File: src/rtl/spf_pkg.sv
package spf_pkg;
  typedef enum logic [1:0] {SEL_NONE, SEL_COV, SEL_ACC} selT;

  typedef struct packed {
    logic load;
    logic consume;
    logic useAcc;
  } strobeT;
endpackage

File: src/rtl/spf_ctrl.sv
module spf_ctrl
  import spf_pkg::*;
#(
  parameter int QW = 2
) (
  input  logic          clk,
  input  logic          rstN,
  input  logic          trigValid,
  input  logic          sigHit,
  input  logic [1:0]    bwBucket,
  input  logic [QW-1:0] covQual,
  input  logic [QW-1:0] accQual,
  input  logic          candAny,
  input  logic          lastBit,
  input  logic          pfReady,
  output strobeT        strobe,
  output logic          busy
);
  localparam logic [QW-1:0] QMAX = '1;

  selT  sel;
  logic busyQ;

  // Selection by bandwidth headroom and counter saturation
  always_comb begin
    unique case (bwBucket)
      2'd3:    sel = (accQual == QMAX) ? SEL_NONE : SEL_ACC;
      2'd2:    sel = (covQual == QMAX) ? SEL_ACC : SEL_COV;
      default: sel = SEL_COV;
    endcase
  end

  always_comb begin
    strobe.useAcc  = (sel == SEL_ACC);
    strobe.load    = trigValid && !busyQ && sigHit && (sel != SEL_NONE) && candAny;
    strobe.consume = busyQ && pfReady;
  end

  always_ff @(posedge clk) begin
    if (!rstN)                              busyQ <= 1'b0;
    else if (strobe.load)                   busyQ <= 1'b1;
    else if (strobe.consume && lastBit)     busyQ <= 1'b0;
  end

  assign busy = busyQ;
endmodule

File: src/rtl/spf_dp.sv
module spf_dp
  import spf_pkg::*;
#(
  parameter int LINES  = 64,
  parameter int PAGE_W = 20,
  localparam int OFF_W = $clog2(LINES)
) (
  input  logic                    clk,
  input  logic                    rstN,
  input  strobeT                  strobe,
  input  logic [PAGE_W-1:0]       trigPage,
  input  logic [OFF_W-1:0]        trigOffset,
  input  logic [LINES-1:0]        covPattern,
  input  logic [LINES-1:0]        accPattern,
  output logic                    candAny,
  output logic                    lastBit,
  output logic [PAGE_W+OFF_W-1:0] pfLine
);
  logic [LINES-1:0]  anchored;
  logic [LINES-1:0]  rotated;
  logic [LINES-1:0]  cand;
  logic [LINES-1:0]  patQ;
  logic [PAGE_W-1:0] pageQ;
  logic [OFF_W-1:0]  lowIdx;

  assign anchored = strobe.useAcc ? accPattern : covPattern;

  // Un-anchor: rotate left by the trigger offset, then drop the trigger line
  for (genvar g = 0; g < LINES; g++) begin : gRot
    logic [OFF_W-1:0] srcIdx;
    assign srcIdx  = OFF_W'(g) - trigOffset;
    assign rotated[g] = anchored[srcIdx];
    assign cand[g]    = rotated[g] && (trigOffset != OFF_W'(g));
  end

  assign candAny = |cand;

  always_ff @(posedge clk) begin
    if (!rstN) begin
      patQ  <= '0;
      pageQ <= '0;
    end else if (strobe.load) begin
      patQ  <= cand;
      pageQ <= trigPage;
    end else if (strobe.consume) begin
      patQ  <= patQ & (patQ - LINES'(1));
    end
  end

  // Lowest pending line
  always_comb begin
    lowIdx = '0;
    for (int i = LINES - 1; i >= 0; i--) begin
      if (patQ[i]) lowIdx = OFF_W'(i);
    end
  end

  assign lastBit = ((patQ & (patQ - LINES'(1))) == '0);
  assign pfLine  = {pageQ, lowIdx};
endmodule

File: src/rtl/spatial_pf_select.sv
module spatial_pf_select
  import spf_pkg::*;
#(
  parameter int LINES  = 64,
  parameter int PAGE_W = 20,
  parameter int QW     = 2,
  localparam int OFF_W = $clog2(LINES)
) (
  input  logic                    clk,
  input  logic                    rstN,
  input  logic                    trigValid,
  input  logic [PAGE_W-1:0]       trigPage,
  input  logic [OFF_W-1:0]        trigOffset,
  input  logic                    sigHit,
  input  logic [LINES-1:0]        covPattern,
  input  logic [LINES-1:0]        accPattern,
  input  logic [QW-1:0]           covQual,
  input  logic [QW-1:0]           accQual,
  input  logic [1:0]              bwBucket,
  output logic                    busy,
  output logic                    pfValid,
  output logic [PAGE_W+OFF_W-1:0] pfLine,
  input  logic                    pfReady
);
  strobeT strobe;
  logic   candAny;
  logic   lastBit;
  logic   busyInt;

  spf_ctrl #(.QW(QW)) u_ctrl (
    .clk(clk), .rstN(rstN), .trigValid(trigValid), .sigHit(sigHit),
    .bwBucket(bwBucket), .covQual(covQual), .accQual(accQual),
    .candAny(candAny), .lastBit(lastBit), .pfReady(pfReady),
    .strobe(strobe), .busy(busyInt)
  );

  spf_dp #(.LINES(LINES), .PAGE_W(PAGE_W)) u_dp (
    .clk(clk), .rstN(rstN), .strobe(strobe), .trigPage(trigPage),
    .trigOffset(trigOffset), .covPattern(covPattern), .accPattern(accPattern),
    .candAny(candAny), .lastBit(lastBit), .pfLine(pfLine)
  );

  assign busy    = busyInt;
  assign pfValid = busyInt;
endmodule

File: config.mk
export PLATFORM = sky130hd
export DESIGN_NAME = spatial_pf_select
export DESIGN_NICKNAME = d
export VERILOG_FILES = /design/src/rtl/spf_pkg.sv /design/src/rtl/spf_ctrl.sv /design/src/rtl/spf_dp.sv /design/src/rtl/spatial_pf_select.sv
export SDC_FILE = /design/constraint.sdc
export NUM_CORES = 1
export LEC_CHECK = 0
export BUFFER_PORTS_ARGS = -buffer_cell sky130_fd_sc_hd__buf_2
export CAP_MARGIN = 10
export CORE_MARGIN = 2
export CORE_UTILIZATION = 50
export DETAILED_ROUTE_END_ITERATION = 12
export PLACE_DENSITY = 0.71
export SYNTH_ARGS = -nofsm -noshare
export SYNTH_HDL_FRONTEND = slang
export SYNTH_HIERARCHICAL = 1
export SYNTH_SLANG_ARGS = --single-unit
File: constraint.sdc
create_clock -name clk -period 6.77 [get_ports clk]
set_input_delay 0.677 -clock clk [delete_from_list [all_inputs] [get_ports clk]]
set_output_delay 0.677 -clock clk [all_outputs]
set_load 0.005 [all_outputs]
==> out/qor.csv <==
metric,value,unit
status,finished clean,
core_area,0.0276,mm^2
num_rows,61,
fin_crit_sh,83.8,%
crit_chain,buf_2 -> inv_1 -> ha_2 -> buf_4 -> and2_1 -> a22oi_1 -> nand2_1 -> mux4_2 -> mux2i_1 -> a21oi_1 -> nor4_1 -> nand4_1 -> nor3_1 -> nand4_1 -> nand4b_4 -> a41oi_4 -> buf_4 -> mux2i_1 -> nor2b_1,
areaGrowthSynthToFinish,11.9,%
synth_edf_count,0,
cp.required,7.01,ns
maxSlewHeadroom,22.8,%
hold_viol_final,0,
multi_input_area,0.0116,mm^2
cts_max_level,3,
ys_ff_latch,85,
syn_nets,1668,
drt_iter0_drc,1661,
synthesis.area,0.0139,mm^2
detail_route.wl_per_cell,25.1,um
insertion_delay,0.35,ns
crit_fanout,21,
cts.path.max_buffers,2,
min_path_type,flop to flop,
dp_hpwl,39500,um
cpMaxStageDelayCell,ha_2,
avgSynthCellArea,9.37,um^2
setup_viol_count_final,0,
ant_nets,0,
cts-resized-gates,0,
numCtsBuffers,9,
worst_slew_pin_slew,1.16,ns
final_max_slew_viol_count,0,
ios,193,
crit_buf_inv,4,
fin_skew,0.0105,ns
fin_total_pwr,3.05,mW
finalSetupTns,0,ns
track_usage,34.2,%
cts_tree,built,
worstSetupEndpointType,flop,
timing.max_cap.violations,0,
clk_pin_slew,0.07,ns
postCtsSetupBuffers,0,
cts_sinks,85,
port_buffers,192,
ys_seq_area_share,12.2,%
path_class,input pin to flop,
fmaxAchievable,0.176,GHz
powerDensity,196,mW/mm^2
synthFlopType,dfxtp_1,
start_util,50.5,%
place_congestion,1.05,
async_flop_share,0,%
grt_max_degree,86,
yosysWarnings,6,
drc,0,
die_w,171,um
antenna_found_initial,1,
ys_types,81,
fp.dieH,171,um
vias,14000,
cp_top_family,simple AND/OR/NAND/NOR gates,
die-area,0.0292,mm^2
postCtsHoldBufs,0,
cts-root-buf,clkbuf_16,
fill_cells,2401,
regArea,0.00170,mm^2
worst_path_largest_cell_delay,0.63,ns
crit_arrival,5.92,ns
dr.pass1.iters,6,
final_nets,1784,
vias_per_cell,7.07,
rsz0062_at_grt,false,
drive_gt1_share,31.9,%
grt_pass1_vias,13000,
synth_cells,1484,
grt_pass1_wl,76900,um
start_kind,input pin,
wl,49700,um
min_period,5.68,ns
gr-total-overflow,0,
cellLeakagePower,5.69,nW
irDropWorstVdd,0.148,mV
==> per-layer routing <==
metal / vias up / part of all wire [%] / track usage [%]
met5: - / 0 / 0
met4: 0 / 5.8 / 17.1
met3: 163 / 9.5 / 4.93
met2: 970 / 47 / 54.4
met1: 6791 / 38 / 45.8
li1: 6112 / - / -
==> worst reg2reg max path: stages (launching register included) <==
cell	delay, ns
dfxtp_1	0.39
nor4_1	0.82
and4b_1	0.59
nand4_4	0.26
nor3_4	0.37
nand3_2	0.17
or3_4	0.36
or3_4	0.35
o32a_1	0.33
o32a_1	0.20
nor3_2	0.22
a21boi_2	0.07
o21a_1	0.16
==> where the power goes <==
part / switching, mW / internal (mW) / total (mW)
logic: 1.09 / 0.819 / 1.91
registers: 0.0754 / 0.540 / 0.616
clock network: 0.230 / 0.295 / 0.525
total: 1.39 / 1.65 / 3.05
==> stage by stage <==
stage	utilization (%)	hold WS [ns]	cell area (um^2)	worst slack, ns	std cells
3_5_place_dp	55.3	0.498	15200	0.860	1967
2_1_floorplan	-	0.508	13900	0.974	1484
5_1_grt	56.4	0.534	15600	0.871	1984
3_3_place_gp	55.3	0.491	15200	0.875	1967
6_report	56.4	0.519	15600	1.09	1984
4_1_cts	56.4	0.520	15500	1.20	1983
==> cells by family after synthesis <==
kind of cell	share of synthesized area [%]
xor gates and xnor gates	2.83
DFF	12.2
AOI/OAI and AO/OA	15.2
muxes	45.0
and+or+nand+nor	18.2
buffers and inverters	4.50
adders and majority gates	2.00
==> final timing paths <==
path | from | to | slack [ns] | cells after the start
setup / recovery | trigOffset[1] | u_dp/pageQ[14] | 1.09 | 19
hold / removal | u_dp/pageQ[13] | u_dp/pageQ[13] | 0.52 | 2
setup reg to reg | u_dp/patQ[8] | u_ctrl/busy | 2.38 | 12
hold reg to reg | u_dp/pageQ[13] | u_dp/pageQ[13] | 0.52 | 2
==> sequential cells by signal, summed over array words and instances (netlist names) <==
name         flops
u_dp/patQ       64
u_dp/pageQ      20
u_ctrl/busy      1
==> cells in the final DEF (no fill, tap or decap), types with 21 or more instances in the layout <==
| cell | instances |
|---|---|
| buf_4 | 37 |
| nor4_1 | 21 |
| nor3_1 | 26 |
| nand3_1 | 43 |
| mux2i_1 | 116 |
| dfxtp_1 | 85 |
| nor2_1 | 108 |
| nand2_1 | 125 |
| and2_1 | 31 |
| a31oi_1 | 39 |
| nor2b_1 | 67 |
| o21ai_0 | 75 |
| xnor2_1 | 42 |
| mux4_2 | 222 |
| buf_2 | 191 |
| a21oi_1 | 91 |
| a22oi_1 | 22 |
| inv_1 | 25 |
==> cell type report <==
cell class,count,share of cell area (%)
Multi-Input combinational cell,1241,74.6
Sequential cell,85,10.9
Timing Repair Buffer,234,8.65
Tap cell,378,3.04
Clock buffer,9,1.45
Inverter,29,0.700
Clock inverter,7,0.555
Antenna cell,1,0.0161
==> synth_stat cells, types with 8 or more instances <==
master | n | area, um^2
a211oi_1 | 8 | 60.1
a21oi_1 | 91 | 455
a22oi_1 | 22 | 165
a31oi_1 | 39 | 244
and2_1 | 31 | 194
buf_1 | 20 | 75.1
buf_2 | 19 | 95.1
clkbuf_1 | 87 | 327
dfxtp_1 | 85 | 1700
ha_1 | 19 | 238
inv_1 | 25 | 93.8
mux2_2 | 9 | 101
mux2i_1 | 116 | 1160
mux4_2 | 222 | 5000
nand2_1 | 125 | 469
nand3_1 | 43 | 215
nand4_1 | 15 | 93.8
nor2_1 | 108 | 405
nor2b_1 | 67 | 419
nor3_1 | 26 | 130
nor4_1 | 21 | 131
o21a_1 | 9 | 67.6
o21ai_0 | 75 | 375
o31ai_1 | 17 | 128
xnor2_1 | 43 | 377
(Power assumes the default switching activity.)
